===== src/rtl/capture_sequencer.sv =====
module capture_sequencer #(
  parameter int PROBES     = 16,
  parameter int PTR_W      = 24,
  parameter int DEPTH_LOG2 = 10
) (
  input  logic              clk,
  input  logic              rst_n,
  input  logic              cmd_valid,
  input  logic [7:0]        cmd_code,
  input  logic [3:0]        trig_sel,
  input  logic [7:0]        rate_frac,
  input  logic [7:0]        post_len,
  input  logic [PROBES-1:0] probes,
  input  logic [PTR_W-1:0]  wr_ptr,
  output logic              sample_en,
  output logic              store_en,
  output logic              mem_read_en,
  output logic [7:0]        mode_status,
  output logic [PTR_W-1:0]  trig_pos,
  output logic [PTR_W-1:0]  stop_pos
);
  localparam int SCALE_SH = DEPTH_LOG2 - 8;
  localparam int CNT_W    = DEPTH_LOG2 + 1;
  localparam logic [7:0] CMD_START = 8'h0D;
  localparam logic [7:0] CMD_STOP  = 8'h11;
  localparam logic [7:0] CMD_READ  = 8'h02;

  logic             running, fired, rd_en, prev_pin;
  logic [7:0]       div_cnt;
  logic [CNT_W-1:0] post_cnt, post_limit;

  wire pin_now  = probes[trig_sel[2:0]];
  wire do_start = cmd_valid && (cmd_code == CMD_START);
  wire do_stop  = cmd_valid && (cmd_code == CMD_STOP);
  wire do_read  = cmd_valid && (cmd_code == CMD_READ);

  assign post_limit = {{(CNT_W-8){1'b0}}, post_len} << SCALE_SH;
  assign sample_en  = running && (div_cnt == rate_frac);

  wire edge_hit = sample_en && !fired &&
                  (trig_sel[3] ? (prev_pin && !pin_now) : (!prev_pin && pin_now));
  wire post_end = fired && sample_en && ((post_cnt + CNT_W'(1)) == post_limit);
  wire stop_now = do_stop || (edge_hit && (post_limit == '0)) || post_end;

  always_ff @(posedge clk) begin
    if (!rst_n) begin
      running  <= 1'b0;
      fired    <= 1'b0;
      rd_en    <= 1'b0;
      prev_pin <= 1'b0;
      div_cnt  <= '0;
      post_cnt <= '0;
      trig_pos <= '0;
      stop_pos <= '0;
    end else if (do_start) begin
      running  <= 1'b1;
      fired    <= 1'b0;
      rd_en    <= 1'b0;
      div_cnt  <= '0;
      post_cnt <= '0;
      prev_pin <= pin_now;
    end else begin
      if (do_read) rd_en <= 1'b1;
      if (running) begin
        div_cnt <= sample_en ? 8'd0 : div_cnt + 8'd1;
        if (sample_en) prev_pin <= pin_now;
        if (edge_hit) begin
          fired    <= 1'b1;
          trig_pos <= wr_ptr;
          post_cnt <= '0;
        end else if (fired && sample_en) begin
          post_cnt <= post_cnt + CNT_W'(1);
        end
        if (stop_now) begin
          running  <= 1'b0;
          stop_pos <= wr_ptr;
        end
      end
    end
  end

  assign store_en    = running;
  assign mem_read_en = rd_en;
  assign mode_status = {2'b00, fired, 3'b000, rd_en, running};

  p_no_back2back_r1: assert property (@(posedge clk) disable iff (!rst_n)
    sample_en && (rate_frac != 8'd0) && !do_start |=> !sample_en || (rate_frac == 8'd0));

  p_start_clears_r2: assert property (@(posedge clk) disable iff (!rst_n)
    do_start |=> store_en && !mode_status[5] && !mem_read_en);

  p_fire_sticky_r5: assert property (@(posedge clk) disable iff (!rst_n)
    mode_status[5] && !do_start |=> mode_status[5] && $stable(trig_pos));

  p_fire_in_capture_r5: assert property (@(posedge clk) disable iff (!rst_n)
    $rose(mode_status[5]) |-> $past(store_en) && $past(sample_en));

  p_stop_latch_r8: assert property (@(posedge clk) disable iff (!rst_n)
    do_stop && store_en |=> !store_en && (stop_pos == $past(wr_ptr)));

  p_idle_holds_r6: assert property (@(posedge clk) disable iff (!rst_n)
    !store_en && !do_start |=> !store_en && $stable(stop_pos));

  p_read_sticky_r9: assert property (@(posedge clk) disable iff (!rst_n)
    mem_read_en && !do_start |=> mem_read_en);
endmodule


===== config.mk =====
export PLATFORM = sky130hd
export DESIGN_NAME = capture_sequencer
export DESIGN_NICKNAME = d
export VERILOG_FILES = /design/src/rtl/capture_sequencer.sv
export SDC_FILE = /design/constraint.sdc
export NUM_CORES = 1
export LEC_CHECK = 0
export BUFFER_PORTS_ARGS = -buffer_cell sky130_fd_sc_hd__buf_4
export CAP_MARGIN = 20
export CELL_PAD_IN_SITES_DETAIL_PLACEMENT = 1
export CELL_PAD_IN_SITES_GLOBAL_PLACEMENT = 1
export CORE_MARGIN = 3
export CORE_UTILIZATION = 36
export CTS_BUF_LIST = sky130_fd_sc_hd__clkbuf_4 sky130_fd_sc_hd__clkbuf_8 sky130_fd_sc_hd__clkbuf_16
export CTS_CLUSTER_SIZE = 16
export DETAILED_ROUTE_END_ITERATION = 6
export GPL_TIMING_DRIVEN = 0
export PLACE_DENSITY_LB_ADDON = 0.1
export SLEW_MARGIN = 15
export SYNTH_ARGS = -nofsm -noshare
export SYNTH_HDL_FRONTEND = slang
export SYNTH_SLANG_ARGS = --single-unit

===== constraint.sdc =====
create_clock -name clk -period 3.5 [get_ports clk]
set_clock_uncertainty 0.2 [all_clocks]
set_input_delay 0 -clock clk [delete_from_list [all_inputs] [get_ports clk]]
set_output_delay 0 -clock clk [all_outputs]
set_load 0.005 [all_outputs]

==> impl_metrics.env, run 1 <==
export IMPL_final_setup_viol_count=0
export IMPL_wl_per_cell_microns=16.3
export IMPL_gp_congestion=0.828
export IMPL_ys_warn_count=0
export IMPL_power_leakage_nw=2.00
export IMPL_crit_family="compound AO/OA/AOI/OAI gates"
export IMPL_synthMuxAreaShare=0.0264
export IMPL_dieArea_sq_um=11200
export IMPL_worstSetupPathType="reg2reg"
export IMPL_final_core_util=0.541
export IMPL_post_route_cell_area_sq_um=5140
export IMPL_avgSynthCellArea_sq_um=8.32
export IMPL_drive_gt1_frac=0.309
export IMPL_syn2layout_area_growth_pct=42.7
export IMPL_p_comb_frac=0.093
export IMPL_gr_total_overflow=0
export IMPL_fin_ws_ns=0.600
export IMPL_synth_top_area_share=0.394
export IMPL_path_clk_slew_ns=0.09
export IMPL_maxCapViolCount=0
export IMPL_synthAdderAreaFrac=0.0104
export IMPL_end_kind="register"
export IMPL_vias_per_cell=5.12
export IMPL_min_path_type="in2reg"
export IMPL_rows=35
export IMPL_slowest_delay_ns=0.41
export IMPL_cts_hold_buf=30
export IMPL_synth_flop_cell="dfxtp_1"
export IMPL_cts_resized=0
export IMPL_syn_instance_count=433
export IMPL_startpoint_type="register"
export IMPL_port_buffers=115
export IMPL_worst_path_max_delay_cell="dfxtp_1"
export IMPL_yosys_area_top_type="dfxtp_1"
export IMPL_required_ns=3.57
export IMPL_grt_pass1_vias=3903
export IMPL_synth_compound_area_share=0.202
export IMPL_yosys_area_share_simple=0.245
export IMPL_hold_viol=0
export IMPL_drt_pass1_iterations=4
export IMPL_root_buffer="clkbuf_8"
export IMPL_die_height_microns=106
export IMPL_grt_usage=0.211
export IMPL_cts_tree="yes"
export IMPL_irDropWorstVdd_v=0.000176
export IMPL_yosys_top_cells_count="dfxtp_1 (71), nand2_1 (59), a21oi_1 (46)"
export IMPL_placed_cell_area_sq_um=4640
export IMPL_fp_dieW_microns=106
export IMPL_async_flop_share=0
export IMPL_crit_chain="ha_1 > nand3_4 > or3_4 > and3_1 > a311o_1 > a31oi_4 > buf_6 > nand2_2 > a21oi_2"
export IMPL_core_sq_um=9500
export IMPL_htree_levels=3
export IMPL_insertion_delay_ns=0.35
export IMPL_synth_most_common_cell="dfxtp_1"
export IMPL_worst_pin_slew_ns=0.745
export IMPL_intPower_mw=1.24
export IMPL_pwr_share_clk=0.418
export IMPL_antenna_found_initial=0
export IMPL_ys_types=52
export IMPL_finalSetupTns_ns=0
export IMPL_cts_sinks=71
export IMPL_start_util=0.379
export IMPL_antenna_left=0
export IMPL_synth_seq_area_share=0.394
export IMPL_fin_crit_ns=2.90
export IMPL_fin_crit_sh=0.829
export IMPL_diodes=0
export IMPL_drt_iter0_drc=100
export IMPL_yosys_top_cells_area="dfxtp_1 (39%), a21oi_1 (6.4%), nand2_1 (6.1%)"
export IMPL_grt_max_degree=14
export IMPL_p_sw_frac=0.251
export IMPL_dp_slack_ns=0.618
export IMPL_clk_path_buf_depth=2
export IMPL_outcome="completed"
export IMPL_wirelength_mm=11.9
export IMPL_synth_edf_count=0
export IMPL_rsz0062_at_grt="false"
export IMPL_max_freq_mhz=345
export IMPL_cts_setup_buffers=0
export IMPL_syn_area_sq_um=3600
export IMPL_grt_pass1_wl_mm=19.2
export IMPL_layout_nets=667
export IMPL_path_buf_inv=1
export IMPL_arrival_ns=2.97
export IMPL_worst_hold_slack_ns=0.0345
export IMPL_slew_headroom=0.503
export IMPL_ys_ff_latch=71
export IMPL_maxSlewViolCount=0
export IMPL_p_seq_frac=0.489
export IMPL_p_sw_uw=415
export IMPL_power_mw=1.65
export IMPL_fin_cells=727
export IMPL_synth_top_family_by_area="simple AND/OR/NAND/NOR gates"
export IMPL_synthXorXnorAreaFrac=0.0535
export IMPL_dpl_hpwl_mm=8.46
export IMPL_crit_path_max_fanout=10
export IMPL_numCtsBuffers=9
export IMPL_drc=0
export IMPL_io_pins=130
export IMPL_power_density_nw_per_um2=321
export IMPL_vias=3720
export IMPL_post_place_cells=681
-- layout by cell type, fill, tap and decap left out, drive strengths merged, types with 2 or more instances in the layout --
| cell | instances |
|---|---|
| a21oi | 66 |
| a31oi | 3 |
| and2 | 4 |
| and3 | 6 |
| and4 | 2 |
| buf | 139 |
| clkbuf | 23 |
| clkinvlp | 2 |
| conb | 5 |
| dfxtp | 71 |
| dlygate4sd3 | 30 |
| ha | 3 |
| inv | 9 |
| mux2i | 6 |
| nand2 | 60 |
| nand2b | 2 |
| nand3 | 37 |
| nand3b | 3 |
| nand4 | 7 |
| nand4b | 3 |
| nor2 | 24 |
| nor2b | 3 |
| nor3 | 3 |
| nor4 | 5 |
| o211ai | 2 |
| o21ai | 36 |
| o41ai | 2 |
| or3 | 5 |
| or4 | 4 |
| xnor2 | 8 |
| xor2 | 14 |
-- power by group through the flow --
stage / clock (mW) / combinational [mW] / sequential, mW
6_report: 0.690 / 0.154 / 0.807
5_1_grt: 0.743 / 0.166 / 0.807
4_1_cts: 0.700 / 0.153 / 0.807
3_5_place_dp: 0 / 0.127 / 0.826
3_3_place_gp: 0 / 0.125 / 0.826
2_1_floorplan: 0 / 0.0518 / 0.826
-- final cells by class --
type / count / area, sq um
buffer: 37 / 218
inverter: 7 / 26.3
clock inverter: 6 / 67.6
multi-input combinational: 322 / 1950
sequential: 71 / 1420
fill: 1169 / 4360
timing repair buffer: 145 / 1160
tap: 129 / 161
clock buffer: 10 / 131
-- metal layers --
layer	up-vias	routed length, microns	track usage
li1	1823	-	-
met1	1781	5310	0.257
met2	98	5910	0.378
met3	18	435	0.0389
met4	0	191	0.0620
met5	-	0	0
-- sequential cells by signal (all words and copies together) (netlist names) --
register / count
prev_pin: 1
fired: 1
mem_read_en: 1
stop_pos: 24
trig_pos: 24
post_cnt: 11
div_cnt: 8
store_en: 1
-- cells by family after synthesis --
group,count (synthesis)
compound gates,115
xor+xnor,22
fa+ha+maj,3
buf+inv,44
flops,71
mux,7
other cells,1
simple gates,170
-- path summary, 6_finish.rpt --
check	startpoint	to	slack (ns)	depth (start not counted)
max	post_cnt[0]	store_en	0.60	9
min	cmd_code[2]	prev_pin	0.03	4
max reg2reg	post_cnt[0]	store_en	0.60	9
min reg2reg	trig_pos[12]	trig_pos[12]	0.25	2
-- tightest hold or removal path, delay by kind of cell --
kind	cells	cell delay (ns)
compound gates	1	0.12
buf+inv	1	0.11
simple gates	2	0.31
Note: power is estimated with default switching activity, not from simulation.
==> inputs of run 2 (changes only) <==
--- a/config.mk
+++ b/config.mk
@@ -10,7 +10,7 @@
 export CELL_PAD_IN_SITES_DETAIL_PLACEMENT = 1
 export CELL_PAD_IN_SITES_GLOBAL_PLACEMENT = 1
 export CORE_MARGIN = 3
-export CORE_UTILIZATION = 36
+export CORE_UTILIZATION = 32
 export CTS_BUF_LIST = sky130_fd_sc_hd__clkbuf_4 sky130_fd_sc_hd__clkbuf_8 sky130_fd_sc_hd__clkbuf_16
 export CTS_CLUSTER_SIZE = 16
 export DETAILED_ROUTE_END_ITERATION = 6
==> constraint.sdc (replaced) <==
create_clock -name clk -period 2.55 [get_ports clk]
set_clock_uncertainty 0.2 [all_clocks]
set_input_delay 0 -clock clk [delete_from_list [all_inputs] [get_ports clk]]
set_output_delay 0 -clock clk [all_outputs]
set_load 0.005 [all_outputs]
==> impl_metrics.env, run 2 (same netlist as run 1, synthesis figures left out) <==
export IMPL_clk_path_buf_depth=2
export IMPL_timing_rr_end="stop_pos[18]"
export IMPL_min_path_type="in2reg"
export IMPL_fin_cells=748
export IMPL_diodes=0
export IMPL_dpl_hpwl_mm=8.76
export IMPL_holdPathStages=5
export IMPL_startpoint_type="register"
export IMPL_slew_headroom=0.521
export IMPL_cts_tree="yes"
export IMPL_io_pins=130
export IMPL_drt_pass1_iterations=4
export IMPL_worst_pin_slew_ns=0.718
export IMPL_htree_levels=3
export IMPL_port_buffers=115
export IMPL_power_mw=2.62
export IMPL_hold_viol=0
export IMPL_ff2ff_setup_slack_ns=0.05
export IMPL_root_buffer="clkbuf_16"
export IMPL_maxSlewViolCount=0
export IMPL_final_core_util=0.504
export IMPL_vias_per_cell=5.07
export IMPL_die_height_microns=112
export IMPL_arrival_ns=2.50
export IMPL_vias=3792
export IMPL_fin_crit_ns=2.50
export IMPL_multi_input_area_sq_um=2090
export IMPL_grt_usage=0.197
export IMPL_irDropWorstVdd_v=0.000397
export IMPL_post_place_cells=692
export IMPL_worst_hold_slack_ns=0.0687
export IMPL_grt_pass1_vias=4102
export IMPL_grt_max_degree=13
export IMPL_finalSetupTns_ns=0
export IMPL_outcome="completed"
export IMPL_maxCapViolCount=0
export IMPL_top_regs="stop_pos (24), trig_pos (24), post_cnt (11)"
export IMPL_crit_path_max_fanout=10
export IMPL_wl_per_cell_microns=16.6
export IMPL_rows=38
export IMPL_layout_nets=677
export IMPL_path_clk_slew_ns=0.06
export IMPL_antenna_found_initial=0
export IMPL_end_kind="register"
export IMPL_core_sq_um=10900
export IMPL_final_common_cell="buf_4"
export IMPL_num_fill_cells=1304
export IMPL_power_leakage_nw=2.16
export IMPL_rsz0062_at_grt="true"
export IMPL_reg2regPathDepth=9
export IMPL_wirelength_mm=12.4
export IMPL_numCtsBuffers=9
export IMPL_drc=0
export IMPL_fin_crit_sh=0.980
export IMPL_required_ns=2.55
export IMPL_gr_total_overflow=0
export IMPL_final_cell_mix="buf_4 (137), dfxtp_1 (66), nand2_1 (59)"
export IMPL_r2r_start="post_cnt[1]"
export IMPL_gp_congestion=0.807
export IMPL_grt_pass1_wl_mm=20.2
export IMPL_final_setup_viol_count=0
export IMPL_drive_gt1_frac=0.360
export IMPL_drt_iter0_drc=116
export IMPL_start_util=0.330
export IMPL_max_freq_mhz=400
export IMPL_cts_sinks=71
export IMPL_min_to="prev_pin"
export IMPL_worstHoldStart="trig_sel[2]"
export IMPL_worstSetupPathType="reg2reg"
export IMPL_antenna_left=0
export IMPL_power_density_nw_per_um2=476
export IMPL_dieArea_sq_um=12600
export IMPL_fp_dieW_microns=112
export IMPL_syn2layout_area_growth_pct=52.9
export IMPL_ff_latch_area_sq_um=1440
export IMPL_insertion_delay_ns=0.34
==> run 2: changes by cell type in the layout (fill, tap and decap cells not counted), sizes merged <==
cell         change
dlygate4sd3      +1
inv              -2
clkinv           +3
clkbuf           +2
clkinvlp         -2
buf              +8
==> run 2: where the power goes <==
part	internal (mW)	switching [mW]	leakage (nW)
clock network	0.795	0.502	0.153
registers	1.11	0.000182	0.575
logic	0.125	0.0973	1.43
==> run 2: worst max path at each step <==
stage,from,end
2_1_floorplan,post_cnt[0],stop_pos[10]
3_3_place_gp,post_cnt[0],store_en
3_5_place_dp,post_cnt[0],stop_pos[21]
4_1_cts,div_cnt[0],stop_pos[5]
5_1_grt,post_cnt[0],stop_pos[21]
6_report,post_cnt[1],stop_pos[18]
==> run 2: area by class of cell <==
| cell class | instances | share of cell area |
|---|---|---|
| buffer | 37 | 0.0429 |
| clock buffer | 11 | 0.0447 |
| clock inverter | 5 | 0.0104 |
| inverter | 7 | 0.00477 |
| multi-input combinational | 322 | 0.380 |
| sequential | 71 | 0.261 |
| tap | 140 | 0.0318 |
| timing repair buffer | 155 | 0.225 |
==> run 2: worst max-delay path, cell delays in order (launching register included) <==
cell and delay [ns]:
dfxtp_4 0.38, ha_4 0.16, nand3_4 0.12, or3_4 0.39, and3_1 0.15, a311o_1 0.34
a31o_4 0.28, buf_8 0.15, nand3_1 0.11, a21oi_2 0.07
==> run 2: metrics by stage <==
| stage | instance area (sq um) | worst slack (ns) |
|---|---|---|
| 2_1_floorplan | 3620 | 0.0341 |
| 3_3_place_gp | 4660 | -0.211 |
| 3_5_place_dp | 4660 | -0.231 |
| 4_1_cts | 5380 | -0.00599 |
| 5_1_grt | 5510 | -0.0452 |
| 6_report | 5510 | 0.0500 |
==> run 2: what timing repair did <==
action | CTS | global route
setup buffers | 5 | 4
pin swaps | 4 | 5
endpoints found under the setup margin | 45 | 48
hold buffers | 31 | 0
hold endpoints to repair | 61 | 0
resized for setup | 15 | 28
==> run 2: per-layer routing <==
metal,up-vias,global-route usage,wire length [microns]
met2,104,0.356,6460
met4,0,0.0601,187
met5,-,0,0
li1,1857,-,-
met1,1815,0.228,5140
met3,16,0.0518,619
==> inputs of run 3 (changes only) <==
--- a/config.mk
+++ b/config.mk
@@ -7,10 +7,10 @@
 export LEC_CHECK = 0
 export BUFFER_PORTS_ARGS = -buffer_cell sky130_fd_sc_hd__buf_4
 export CAP_MARGIN = 20
-export CELL_PAD_IN_SITES_DETAIL_PLACEMENT = 1
+export CELL_PAD_IN_SITES_DETAIL_PLACEMENT = 0
 export CELL_PAD_IN_SITES_GLOBAL_PLACEMENT = 1
 export CORE_MARGIN = 3
-export CORE_UTILIZATION = 32
+export CORE_UTILIZATION = 36
 export CTS_BUF_LIST = sky130_fd_sc_hd__clkbuf_4 sky130_fd_sc_hd__clkbuf_8 sky130_fd_sc_hd__clkbuf_16
 export CTS_CLUSTER_SIZE = 16
 export DETAILED_ROUTE_END_ITERATION = 6
==> constraint.sdc (replaced) <==
create_clock -name clk -period 2.4 [get_ports clk]
set_clock_uncertainty 0.2 [all_clocks]
set_input_delay 0 -clock clk [delete_from_list [all_inputs] [get_ports clk]]
set_output_delay 0 -clock clk [all_outputs]
set_load 0.005 [all_outputs]
==> impl_metrics.env, run 3 (same netlist as run 1, synthesis figures left out) <==
export IMPL_outcome="finished, violations left"
export IMPL_failed_checks="setup timing"
export IMPL_rows=35
export IMPL_layout_nets=680
export IMPL_min_path_type="in2reg"
export IMPL_power_leakage_nw=2.19
export IMPL_die_height_microns=106
export IMPL_reg2regPathDepth=8
export IMPL_io_pins=130
export IMPL_port_buffers=115
export IMPL_p_sw_frac=0.239
export IMPL_wirelength_mm=11.2
export IMPL_final_cell_mix="buf_4 (138), dfxtp_1 (63), nand2_1 (59)"
export IMPL_p_comb_frac=0.092
export IMPL_cts_sinks=71
export IMPL_grt_pass1_vias=3846
export IMPL_hold_viol=0
export IMPL_htree_levels=3
export IMPL_slew_headroom=0.513
export IMPL_insertion_delay_ns=0.34
export IMPL_path_clk_slew_ns=0.08
export IMPL_worst_hold_slack_ns=0.0378
export IMPL_dp_slack_ns=-0.298
export IMPL_top_regs="stop_pos (24), trig_pos (24), post_cnt (11)"
export IMPL_p_seq_frac=0.464
export IMPL_final_setup_viol_count=22
export IMPL_end_kind="register"
export IMPL_maxCapViolCount=0
export IMPL_startpoint_type="register"
export IMPL_wl_per_cell_microns=15.1
export IMPL_required_ns=2.39
export IMPL_fin_crit_sh=1.02
export IMPL_vias=3717
export IMPL_fin_cells=740
export IMPL_post_route_cell_area_sq_um=5620
export IMPL_vias_per_cell=5.02
export IMPL_clk_path_buf_depth=2
export IMPL_start_util=0.379
export IMPL_power_density_nw_per_um2=450
export IMPL_crit_end="stop_pos[10]"
export IMPL_numCtsBuffers=9
export IMPL_syn2layout_area_growth_pct=56.0
export IMPL_cts_tree="yes"
export IMPL_crit_path_max_fanout=10
export IMPL_antenna_left=0
export IMPL_setup_worst_path_start="post_cnt[4]"
export IMPL_arrival_ns=2.45
export IMPL_antenna_found_initial=0
export IMPL_root_buffer="clkbuf_8"
export IMPL_timing_rr_end="stop_pos[10]"
export IMPL_diodes=0
export IMPL_irDropWorstVdd_v=0.000321
export IMPL_dpl_hpwl_mm=7.77
export IMPL_dieArea_sq_um=11200
export IMPL_maxSlewViolCount=0
export IMPL_worstSetupPathType="reg2reg"
export IMPL_gp_congestion=0.843
export IMPL_post_place_cells=681
export IMPL_placed_cell_area_sq_um=4660
export IMPL_p_sw_uw=603
export IMPL_grt_max_degree=14
export IMPL_final_core_util=0.591
export IMPL_drt_iter0_drc=100
export IMPL_grt_usage=0.201
export IMPL_gr_total_overflow=0
export IMPL_drc=0
export IMPL_finalSetupTns_ns=-0.663
export IMPL_rsz0062_at_grt="true"
export IMPL_drt_pass1_iterations=5
export IMPL_drive_gt1_frac=0.398
export IMPL_worst_pin_slew_ns=0.730
export IMPL_core_sq_um=9500
export IMPL_ff2ff_setup_slack_ns=-0.05
export IMPL_fin_crit_ns=2.45
export IMPL_intPower_mw=1.92
export IMPL_power_mw=2.53
export IMPL_final_common_cell="buf_4"
export IMPL_fp_dieW_microns=106
export IMPL_max_freq_mhz=407
export IMPL_fin_ws_ns=-0.0546
export IMPL_grt_pass1_wl_mm=18.5
export IMPL_pwr_share_clk=0.444
export IMPL_r2r_start="post_cnt[4]"
[run 3: changes by cell type in the layout (fill, tap and decap cells not counted), sizes merged]
cell | before | now
clkbuf | 25 | 23
bufinv | 1 | 2
clkinvlp | 0 | 2
clkinv | 4 | 1
buf | 147 | 152
dlygate4sd3 | 31 | 30
inv | 7 | 8
[run 3: how the worst min path moves through the flow]
stage                           start  depth (start not counted)  slack (ns)     endpoint
after detailed placement    wr_ptr[9]                          3        0.07  trig_pos[9]
after global placement      wr_ptr[9]                          3        0.07  trig_pos[9]
final                     trig_sel[2]                          5        0.04     prev_pin
after CTS                 trig_sel[2]                          5        0.02     prev_pin
after global routing      trig_sel[2]                          5        0.09     prev_pin
after floorplan             wr_ptr[0]                          2       -0.06  trig_pos[0]
[run 3: routing by layer]
layer / wire, microns / track usage / vias to the layer above
met5: 0 / 0 / -
met4: 176 / 0.0694 / 0
met3: 522 / 0.0291 / 14
met2: 5460 / 0.348 / 109
met1: 5000 / 0.256 / 1737
li1: - / - / 1857
[run 3: layout make-up]
type                       count  area (sq um)
fill                         913          3880
multi-input combinational    322          2190
sequential                    71          1440
timing repair buffer         160          1320
buffer                        35           250
tap                          129           161
clock buffer                  10           138
clock inverter                 6          92.6
inverter                       7          26.3
[run 3: what timing repair did]
item / in CTS / in global routing
gates cloned: 1 / 1
buffers inserted: 12 / 1
pin swaps: 10 / 8
hold buffers: 30 / 0
endpoints found under the hold margin: 61 / 0
endpoints found under the setup margin: 49 / 54
gates resized for setup: 38 / 38
[run 3: power by group through the flow]
stage | Sequential (mW) | Combinational (mW) | Clock, mW
final | 1.17 | 0.233 | 1.12
after CTS | 1.17 | 0.229 | 1.15
after global placement | 1.20 | 0.182 | 0
after floorplan | 1.20 | 0.0754 | 0
after global routing | 1.17 | 0.253 | 1.20
after detailed placement | 1.20 | 0.184 | 0
[run 3: worst max-delay path: stages, from the launching register on]
cell     delay, ns
dfxtp_4       0.38
nand4_1       0.18
or3_4         0.44
and3_4        0.15
a311o_1       0.34
a31o_4        0.30
buf_8         0.15
nand3_1       0.10
a21oi_2       0.06
